<file path="config.mk">
export PLATFORM = sky130hd
export DESIGN_NAME = barrel_sched
export DESIGN_NICKNAME = d
export VERILOG_FILES = /design/src/rtl/barrel_pkg.sv /design/src/rtl/thr_rr_arbiter.sv /design/src/rtl/thr_pipe_stub.sv /design/src/rtl/thr_issue_ctr.sv /design/src/rtl/res_conflict_det.sv /design/src/rtl/barrel_sched.sv
export SDC_FILE = /design/constraint.sdc
export NUM_CORES = 1
export LEC_CHECK = 0
export BUFFER_PORTS_ARGS = -buffer_cell sky130_fd_sc_hd__buf_2
export CORE_MARGIN = 2
export CORE_UTILIZATION = 30
export DETAILED_ROUTE_END_ITERATION = 16
export REMOVE_ABC_BUFFERS = 1
export SLEW_MARGIN = 20
export SYNTH_ARGS = -nofsm -noshare
export SYNTH_HDL_FRONTEND = slang
export SYNTH_SLANG_ARGS = --single-unit
</file>
<file path="constraint.sdc">
create_clock -name clk -period 8.4 [get_ports clk]
set_clock_uncertainty 0.2 [all_clocks]
set_input_delay 0.42 -clock clk [delete_from_list [all_inputs] [get_ports clk]]
set_output_delay 0.42 -clock clk [all_outputs]
set_load 0.005 [all_outputs]
</file>
<file path="src/rtl/barrel_pkg.sv">
`timescale 1ns/1ps
package barrel_pkg;

  // Width of a thread identifier; never below one bit.
  function automatic int unsigned id_width(int unsigned n);
    return (n > 1) ? $clog2(n) : 1;
  endfunction

  // Position reached by stepping hop places past base on a ring of n.
  function automatic int unsigned ring_step(int unsigned base, int unsigned hop, int unsigned n);
    return (base + hop) % n;
  endfunction

endpackage

</file>
<file path="src/rtl/thr_rr_arbiter.sv">
`timescale 1ns/1ps
module thr_rr_arbiter import barrel_pkg::*; #(
  parameter int N_THR = 8,
  parameter int TID_W = 3
) (
  input  logic             clk,
  input  logic             rst_n,
  input  logic [N_THR-1:0] elig,
  output logic             grant_valid,
  output logic [TID_W-1:0] grant_tid
);

  logic [TID_W-1:0] last_q;

  // Search the ring starting one place after the previous grant.
  always_comb begin
    grant_valid = 1'b0;
    grant_tid   = '0;
    for (int k = 1; k <= N_THR; k++) begin
      if (!grant_valid && elig[TID_W'(ring_step(32'(last_q), 32'(k), N_THR))]) begin
        grant_valid = 1'b1;
        grant_tid   = TID_W'(ring_step(32'(last_q), 32'(k), N_THR));
      end
    end
  end

  // A bubble leaves the pointer where it was.
  always_ff @(posedge clk) begin
    if (!rst_n)           last_q <= TID_W'(N_THR - 1);
    else if (grant_valid) last_q <= grant_tid;
  end

endmodule

</file>
<file path="src/rtl/thr_pipe_stub.sv">
`timescale 1ns/1ps
module thr_pipe_stub #(
  parameter int N_THR = 8,
  parameter int TID_W = 3,
  parameter int DEPTH = 4
) (
  input  logic             clk,
  input  logic             rst_n,
  input  logic             in_valid,
  input  logic [TID_W-1:0] in_tid,
  output logic [N_THR-1:0] busy_mask,
  output logic             slot_valid,
  output logic [TID_W-1:0] slot_tid
);

  logic [DEPTH-1:0]            stg_v;
  logic [DEPTH-1:0][TID_W-1:0] stg_t;

  always_ff @(posedge clk) begin
    if (!rst_n) begin
      stg_v <= '0;
      stg_t <= '0;
    end else begin
      stg_v <= {stg_v[DEPTH-2:0], in_valid};
      stg_t <= {stg_t[DEPTH-2:0], in_tid};
    end
  end

  // Threads in the first DEPTH-1 stages cannot issue. A thread in the last
  // stage is free, because it leaves that stage on the same edge.
  always_comb begin
    busy_mask = '0;
    for (int s = 0; s < DEPTH - 1; s++) begin
      if (stg_v[s]) busy_mask[stg_t[s]] = 1'b1;
    end
  end

  assign slot_valid = stg_v[0];
  assign slot_tid   = stg_t[0];

  for (genvar s = 1; s < DEPTH; s++) begin : g_flight

    one_in_flight_chk: assert property (@(posedge clk) disable iff (!rst_n)
      (stg_v[0] && stg_v[s]) |-> (stg_t[0] != stg_t[s]));
  end

endmodule

</file>
<file path="src/rtl/thr_issue_ctr.sv">
`timescale 1ns/1ps
module thr_issue_ctr #(
  parameter int N_THR = 8,
  parameter int TID_W = 3,
  parameter int CNT_W = 16
) (
  input  logic                   clk,
  input  logic                   rst_n,
  input  logic                   inc_valid,
  input  logic [TID_W-1:0]       inc_tid,
  output logic [N_THR*CNT_W-1:0] cnt_flat
);

  for (genvar t = 0; t < N_THR; t++) begin : g_ctr
    logic [CNT_W-1:0] c_q;
    always_ff @(posedge clk) begin
      if (!rst_n)                                    c_q <= '0;
      else if (inc_valid && (inc_tid == TID_W'(t)))  c_q <= c_q + 1'b1;
    end
    assign cnt_flat[t*CNT_W +: CNT_W] = c_q;
  end

endmodule

</file>
<file path="src/rtl/res_conflict_det.sv">
`timescale 1ns/1ps
module res_conflict_det #(
  parameter int TID_W = 3,
  parameter int RES_W = 4,
  parameter int WIN   = 4
) (
  input  logic             clk,
  input  logic             rst_n,
  input  logic             acc_valid,
  input  logic [TID_W-1:0] acc_tid,
  input  logic [RES_W-1:0] acc_res,
  output logic             exc,
  output logic [TID_W-1:0] exc_tid
);

  logic [WIN-1:0]            hist_v;
  logic [WIN-1:0][TID_W-1:0] hist_t;
  logic [WIN-1:0][RES_W-1:0] hist_r;
  logic                      clash;

  // A same-resource, other-thread access within the last WIN clocks is a clash.
  always_comb begin
    clash = 1'b0;
    for (int s = 0; s < WIN; s++) begin
      if (acc_valid && hist_v[s] && (hist_r[s] == acc_res) && (hist_t[s] != acc_tid))
        clash = 1'b1;
    end
  end

  always_ff @(posedge clk) begin
    if (!rst_n) begin
      hist_v  <= '0;
      hist_t  <= '0;
      hist_r  <= '0;
      exc     <= 1'b0;
      exc_tid <= '0;
    end else begin
      hist_v  <= {hist_v[WIN-2:0], acc_valid};
      hist_t  <= {hist_t[WIN-2:0], acc_tid};
      hist_r  <= {hist_r[WIN-2:0], acc_res};
      exc     <= clash;
      exc_tid <= clash ? acc_tid : exc_tid;
    end
  end


  exc_source_chk: assert property (@(posedge clk) disable iff (!rst_n)
    exc |-> ($past(acc_valid) && (exc_tid == $past(acc_tid))));

endmodule

</file>
<file path="src/rtl/barrel_sched.sv">
`timescale 1ns/1ps
module barrel_sched import barrel_pkg::*; #(
  parameter  int N_THR      = 8,
  parameter  int PIPE_DEPTH = 4,
  parameter  int CNT_W      = 16,
  parameter  int RES_W      = 4,
  localparam int TID_W      = id_width(N_THR)
) (
  input  logic                   clk,
  input  logic                   rst_n,
  input  logic [N_THR-1:0]       thr_ready,
  input  logic [N_THR-1:0]       thr_pause,
  input  logic                   acc_valid,
  input  logic [TID_W-1:0]       acc_tid,
  input  logic [RES_W-1:0]       acc_res,
  output logic                   issue_valid,
  output logic [TID_W-1:0]       issue_tid,
  output logic [N_THR*CNT_W-1:0] issue_count,
  output logic                   conflict_exc,
  output logic [TID_W-1:0]       conflict_tid
);

  logic [N_THR-1:0] want;
  logic [N_THR-1:0] busy_mask;
  logic [N_THR-1:0] elig;
  logic             grant_valid;
  logic [TID_W-1:0] grant_tid;

  assign want = thr_ready & ~thr_pause;
  assign elig = want & ~busy_mask;

  thr_rr_arbiter #(.N_THR(N_THR), .TID_W(TID_W)) u_arb (
    .clk(clk), .rst_n(rst_n), .elig(elig),
    .grant_valid(grant_valid), .grant_tid(grant_tid)
  );

  thr_pipe_stub #(.N_THR(N_THR), .TID_W(TID_W), .DEPTH(PIPE_DEPTH)) u_pipe (
    .clk(clk), .rst_n(rst_n), .in_valid(grant_valid), .in_tid(grant_tid),
    .busy_mask(busy_mask), .slot_valid(issue_valid), .slot_tid(issue_tid)
  );

  thr_issue_ctr #(.N_THR(N_THR), .TID_W(TID_W), .CNT_W(CNT_W)) u_ctr (
    .clk(clk), .rst_n(rst_n), .inc_valid(grant_valid), .inc_tid(grant_tid),
    .cnt_flat(issue_count)
  );

  res_conflict_det #(.TID_W(TID_W), .RES_W(RES_W), .WIN(PIPE_DEPTH)) u_conf (
    .clk(clk), .rst_n(rst_n), .acc_valid(acc_valid), .acc_tid(acc_tid),
    .acc_res(acc_res), .exc(conflict_exc), .exc_tid(conflict_tid)
  );

  // Checker state: input request mask and counters one clock back.
  logic [N_THR-1:0]       want_d;
  logic [N_THR*CNT_W-1:0] cnt_d;
  always_ff @(posedge clk) begin
    if (!rst_n) begin
      want_d <= '0;
      cnt_d  <= '0;
    end else begin
      want_d <= want;
      cnt_d  <= issue_count;
    end
  end


  grant_eligible_chk: assert property (@(posedge clk) disable iff (!rst_n)
    issue_valid |-> want_d[issue_tid]);


  count_step_chk: assert property (@(posedge clk) disable iff (!rst_n)
    issue_valid |-> (issue_count[issue_tid*CNT_W +: CNT_W] ==
                     CNT_W'(cnt_d[issue_tid*CNT_W +: CNT_W] + 1'b1)));


  count_hold_chk: assert property (@(posedge clk) disable iff (!rst_n)
    !issue_valid |-> (issue_count == cnt_d));

endmodule

</file>
==> insert_results.sql <==
INSERT INTO impl_metrics (metric_group, metric, value, unit) VALUES
('worst_setup_path', 'setup.reg_to_reg.worst_slack', '2070', 'ps'),
('timing', 'slew-limit-headroom', '33.6', '%'),
('clock_network', 'clk_path_buf_depth', '2', ''),
('grt', 'grt_start_max_net_pins', '94', ''),
('worst_setup_path', 'startpoint_type', 'flop', ''),
('pwr', 'comb_power_share', '47.1', '%'),
('grt', 'grt_pass1_wl', '42100', 'um'),
('place', 'detailed_placement_hpwl', '18200', 'um'),
('finish', 'area_of_combinational_cells_with_multiple_inputs', '0.00542', 'sq mm'),
('clock_network', 'numCtsBuffers', '17', ''),
('yosys', 'dominantRegCellSynth', 'sky130_fd_sc_hd__dfxtp_1', ''),
('clock_network', 'cts_resized', '0', ''),
('worst_setup_path', 'critPathCapture', 'u_ctr.g_ctr[4].c_q[10]', ''),
('place', 'dp_worst_setup_slack', '2160', 'ps'),
('pwr', 'vdd_ir_drop_max', '0.237', 'mV'),
('pwr', 'design_power_total', '3350', 'uW'),
('timing', 'finalCriticalPeriod', '6330', 'ps'),
('floorplan', 'core.rowCount', '64', ''),
('worst_setup_path', 'r2r.worst_path.cells', '12', ''),
('timing', 'slew_violations', '0', ''),
('worst_setup_path', 'worstSetupEndpointType', 'flop', ''),
('pwr', 'power_share_of_the_sequential_group', '29.0', '%'),
('yosys', 'synth.yosys.warnings', '0', ''),
('timing', 'finalSetupViolations', '0', ''),
('yosys', 'synth_edf_count', '0', ''),
('pwr', 'switching_power', '1610', 'uW'),
('clock_network', 'postCtsSetupBuffers', '0', ''),
('finish', 'seqCellArea', '0.00358', 'sq mm'),
('pwr', 'switching_share_of_power', '48.1', '%'),
('place', 'place.port_buffers', '161', ''),
('clock_network', 'worst_skew_pair.late_latency', '440', 'ps'),
('yosys', 'synthesis.area', '0.00934', 'sq mm'),
('finish', 'fin_nets', '1272', ''),
('clock_network', 'clock_sinks', '179', ''),
('timing', 'fin_crit_sh', '75.3', '%'),
('worst_setup_path', 'worst_ep_required_time', '8550', 'ps'),
('grt', 'groute.usage.overall', '15.7', '%'),
('hold_path', 'classification_of_the_worst_slack_hold_path', 'input pin to flop', ''),
('routing', 'drt-pass1-iter-count', '5', ''),
('routing', 'routed-via-count', '8641', ''),
('routing', 'wl_met2', '12200', 'um'),
('routing', 'detail_route.wirelength', '25700', 'um'),
('routing', 'detail_route.iter0.violations', '471', ''),
('yosys', 'avgSynthCellArea', '8.38', 'sq um'),
('timing', 'totalNegativeSetupSlack', '0', 'ps'),
('routing', 'topRoutingLayerUsed', 'met4', ''),
('run_status', 'outcome', 'finished, final reports clean', ''),
('yosys', 'synth_cell_type_count', '73', ''),
('finish', 'syn_to_final_growth', '18.1', '%'),
('clock_network', 'cts_max_level', '4', ''),
('clock_network', 'clk_transition_reported_paths', '80', 'ps'),
('timing', 'clock.fmax', '0.158', 'GHz'),
('grt', 'initial_antenna_violation_count', '0', ''),
('floorplan', 'die-width', '180', 'um'),
('clock_network', 'cts-hold-fix-buffers', '0', ''),
('yosys', 'yosysSeqAreaShare', '38.4', '%'),
('pwr', 'clockPowerShare', '23.9', '%'),
('clock_network', 'ctsRootBufferMaster', 'sky130_fd_sc_hd__clkbuf_16', ''),
('routing', 'avgRoutedWirePerCell', '15.6', 'um'),
('grt', 'total_global_routing_overflow', '0', ''),
('place', 'gp_routability_congestion', '0.859', ''),
('pwr', 'static-leakage-power', '0.00440', 'uW'),
('floorplan', 'fp.dieH', '180', 'um'),
('pwr', 'cellInternalPower', '1740', 'uW'),
('yosys', 'asyncSetResetFlopFracSynth', '0', '%'),
('floorplan', 'dieArea', '0.0326', 'sq mm'),
('timing', 'worstMarginPinSlew', '987', 'ps'),
('run', 'max-cap-violations', '0', ''),
('routing', 'routedLengthMet1', '11800', 'um'),
('clock_network', 'cts_tree', 'built', ''),
('routing', 'via_per_instance_ratio', '5.25', '');
## placed cells by master (no fill, tap or decap), types with 23 or more instances in the layout
cell                         n
sky130_fd_sc_hd__and2_1     45
sky130_fd_sc_hd__o21ai_0    35
sky130_fd_sc_hd__nor4_1     24
sky130_fd_sc_hd__a21oi_1    64
sky130_fd_sc_hd__dfxtp_1   179
sky130_fd_sc_hd__nand3_1    51
sky130_fd_sc_hd__nand2b_1   34
sky130_fd_sc_hd__or4_1      23
sky130_fd_sc_hd__nor2_1     78
sky130_fd_sc_hd__and3_1     31
sky130_fd_sc_hd__mux2i_1    44
sky130_fd_sc_hd__buf_2     160
sky130_fd_sc_hd__nand2_1   105
sky130_fd_sc_hd__or3_1      32
sky130_fd_sc_hd__xnor2_1    37
sky130_fd_sc_hd__nor3_1     24
sky130_fd_sc_hd__nand4_1    43
## stage by stage
step	instances	hold slack [ps]	cell area, sq um
2_1_floorplan	1050	229	9080
3_3_place_gp	1613	236	10400
3_5_place_dp	1613	244	10400
4_1_cts	1645	41.5	11000
5_1_grt	1645	62.1	11000
6_report	1645	65.5	11000
## synth_stat cells (6+ instances only)
library cell	count	area, sq um
sky130_fd_sc_hd__dfxtp_1	179	3580
sky130_fd_sc_hd__nand2_1	105	394
sky130_fd_sc_hd__nor2_1	78	293
sky130_fd_sc_hd__a21oi_1	64	320
sky130_fd_sc_hd__clkbuf_1	52	195
sky130_fd_sc_hd__nand3_1	51	255
sky130_fd_sc_hd__and2_1	45	282
sky130_fd_sc_hd__mux2i_1	44	440
sky130_fd_sc_hd__nand4_1	43	269
sky130_fd_sc_hd__xnor2_1	37	324
sky130_fd_sc_hd__o21ai_0	35	175
sky130_fd_sc_hd__nand2b_1	34	213
sky130_fd_sc_hd__or3_1	32	200
sky130_fd_sc_hd__and3_1	31	194
sky130_fd_sc_hd__nor3_1	24	120
sky130_fd_sc_hd__nor4_1	24	150
sky130_fd_sc_hd__or4_1	23	173
sky130_fd_sc_hd__inv_1	19	71.3
sky130_fd_sc_hd__o31ai_1	19	143
sky130_fd_sc_hd__xor2_1	19	166
sky130_fd_sc_hd__ha_1	10	125
sky130_fd_sc_hd__nand4b_1	9	78.8
sky130_fd_sc_hd__and4bb_2	8	100
sky130_fd_sc_hd__a31oi_1	7	43.8
sky130_fd_sc_hd__nor2b_1	7	43.8
sky130_fd_sc_hd__and4_1	6	52.6
sky130_fd_sc_hd__buf_2	6	30.0
sky130_fd_sc_hd__o21a_1	6	45.0
## cells by family (layout without fill, tap and decap cells)
family	count (synthesis)	after routing	synth area share, %
AOI/OAI and AO/OA	190	190	13.0
xor gates and xnor gates	56	56	5.25
adders and majority gates	10	10	1.34
buffers and inverters	87	221	3.71
DFF	179	179	38.4
muxes	49	49	5.44
and+or+nand+nor	544	544	32.9
## power by group through the flow
stage               logic [uW]  registers [uW]  clock network [uW]
floorplan                 1030             970                   0
global placement          1560             986                   0
detailed placement        1580             989                   0
CTS                       1580             969                 828
global route              1730             981                 862
finish                    1580             971                 800
## worst min path at each step
stage	startpoint	to	cells after the start
3_3_place_gp	u_conf.hist_v[2]	u_conf.hist_v[3]	1
4_1_cts	acc_valid	u_conf.hist_v[0]	2
6_report	acc_valid	u_conf.hist_v[0]	2
5_1_grt	acc_valid	u_conf.hist_v[0]	2
3_5_place_dp	u_conf.hist_v[2]	u_conf.hist_v[3]	1
2_1_floorplan	u_conf.hist_v[0]	u_conf.hist_v[1]	1
## critical path, stage by stage, from the launching register on
cell	delay, ps
sky130_fd_sc_hd__dfxtp_1	750
sky130_fd_sc_hd__clkinv_1	430
sky130_fd_sc_hd__ha_1	770
sky130_fd_sc_hd__nor2_1	180
sky130_fd_sc_hd__and2_1	220
sky130_fd_sc_hd__a211oi_1	520
sky130_fd_sc_hd__o21ai_1	130
sky130_fd_sc_hd__and3_1	210
sky130_fd_sc_hd__o311ai_0	560
sky130_fd_sc_hd__a31o_2	710
sky130_fd_sc_hd__nand3_1	700
sky130_fd_sc_hd__or4_1	710
sky130_fd_sc_hd__a21oi_1	150
## final cells by class
type	instances	share of cell area [%]
flip-flops and latches	179	32.5
clock buffers	19	4.11
repair buffers	167	7.74
multi-input cells	849	49.1
inverters	22	0.760
clock inverters	13	1.27
well taps	396	4.49
## sequential cells by signal (all words and copies together) (netlist names)
| name | cells |
|---|---|
| u_conf.exc | 1 |
| u_conf.exc_tid | 3 |
| u_conf.hist_r | 16 |
| u_ctr.g_ctr.c_q | 128 |
| u_pipe.stg_v | 3 |
| u_conf.hist_v | 4 |
| u_arb.last_q | 3 |
| u_pipe.stg_t | 6 |
| u_pipe.slot_tid | 3 |
| u_conf.hist_t | 12 |
## per-layer routing
metal  vias up  track usage (%)
met5         -                0
met4         0             4.16
met3        21             4.28
met2       173             26.2
met1      4131             19.9
li1       4316                -
Power figures use the tool's default switching activity.
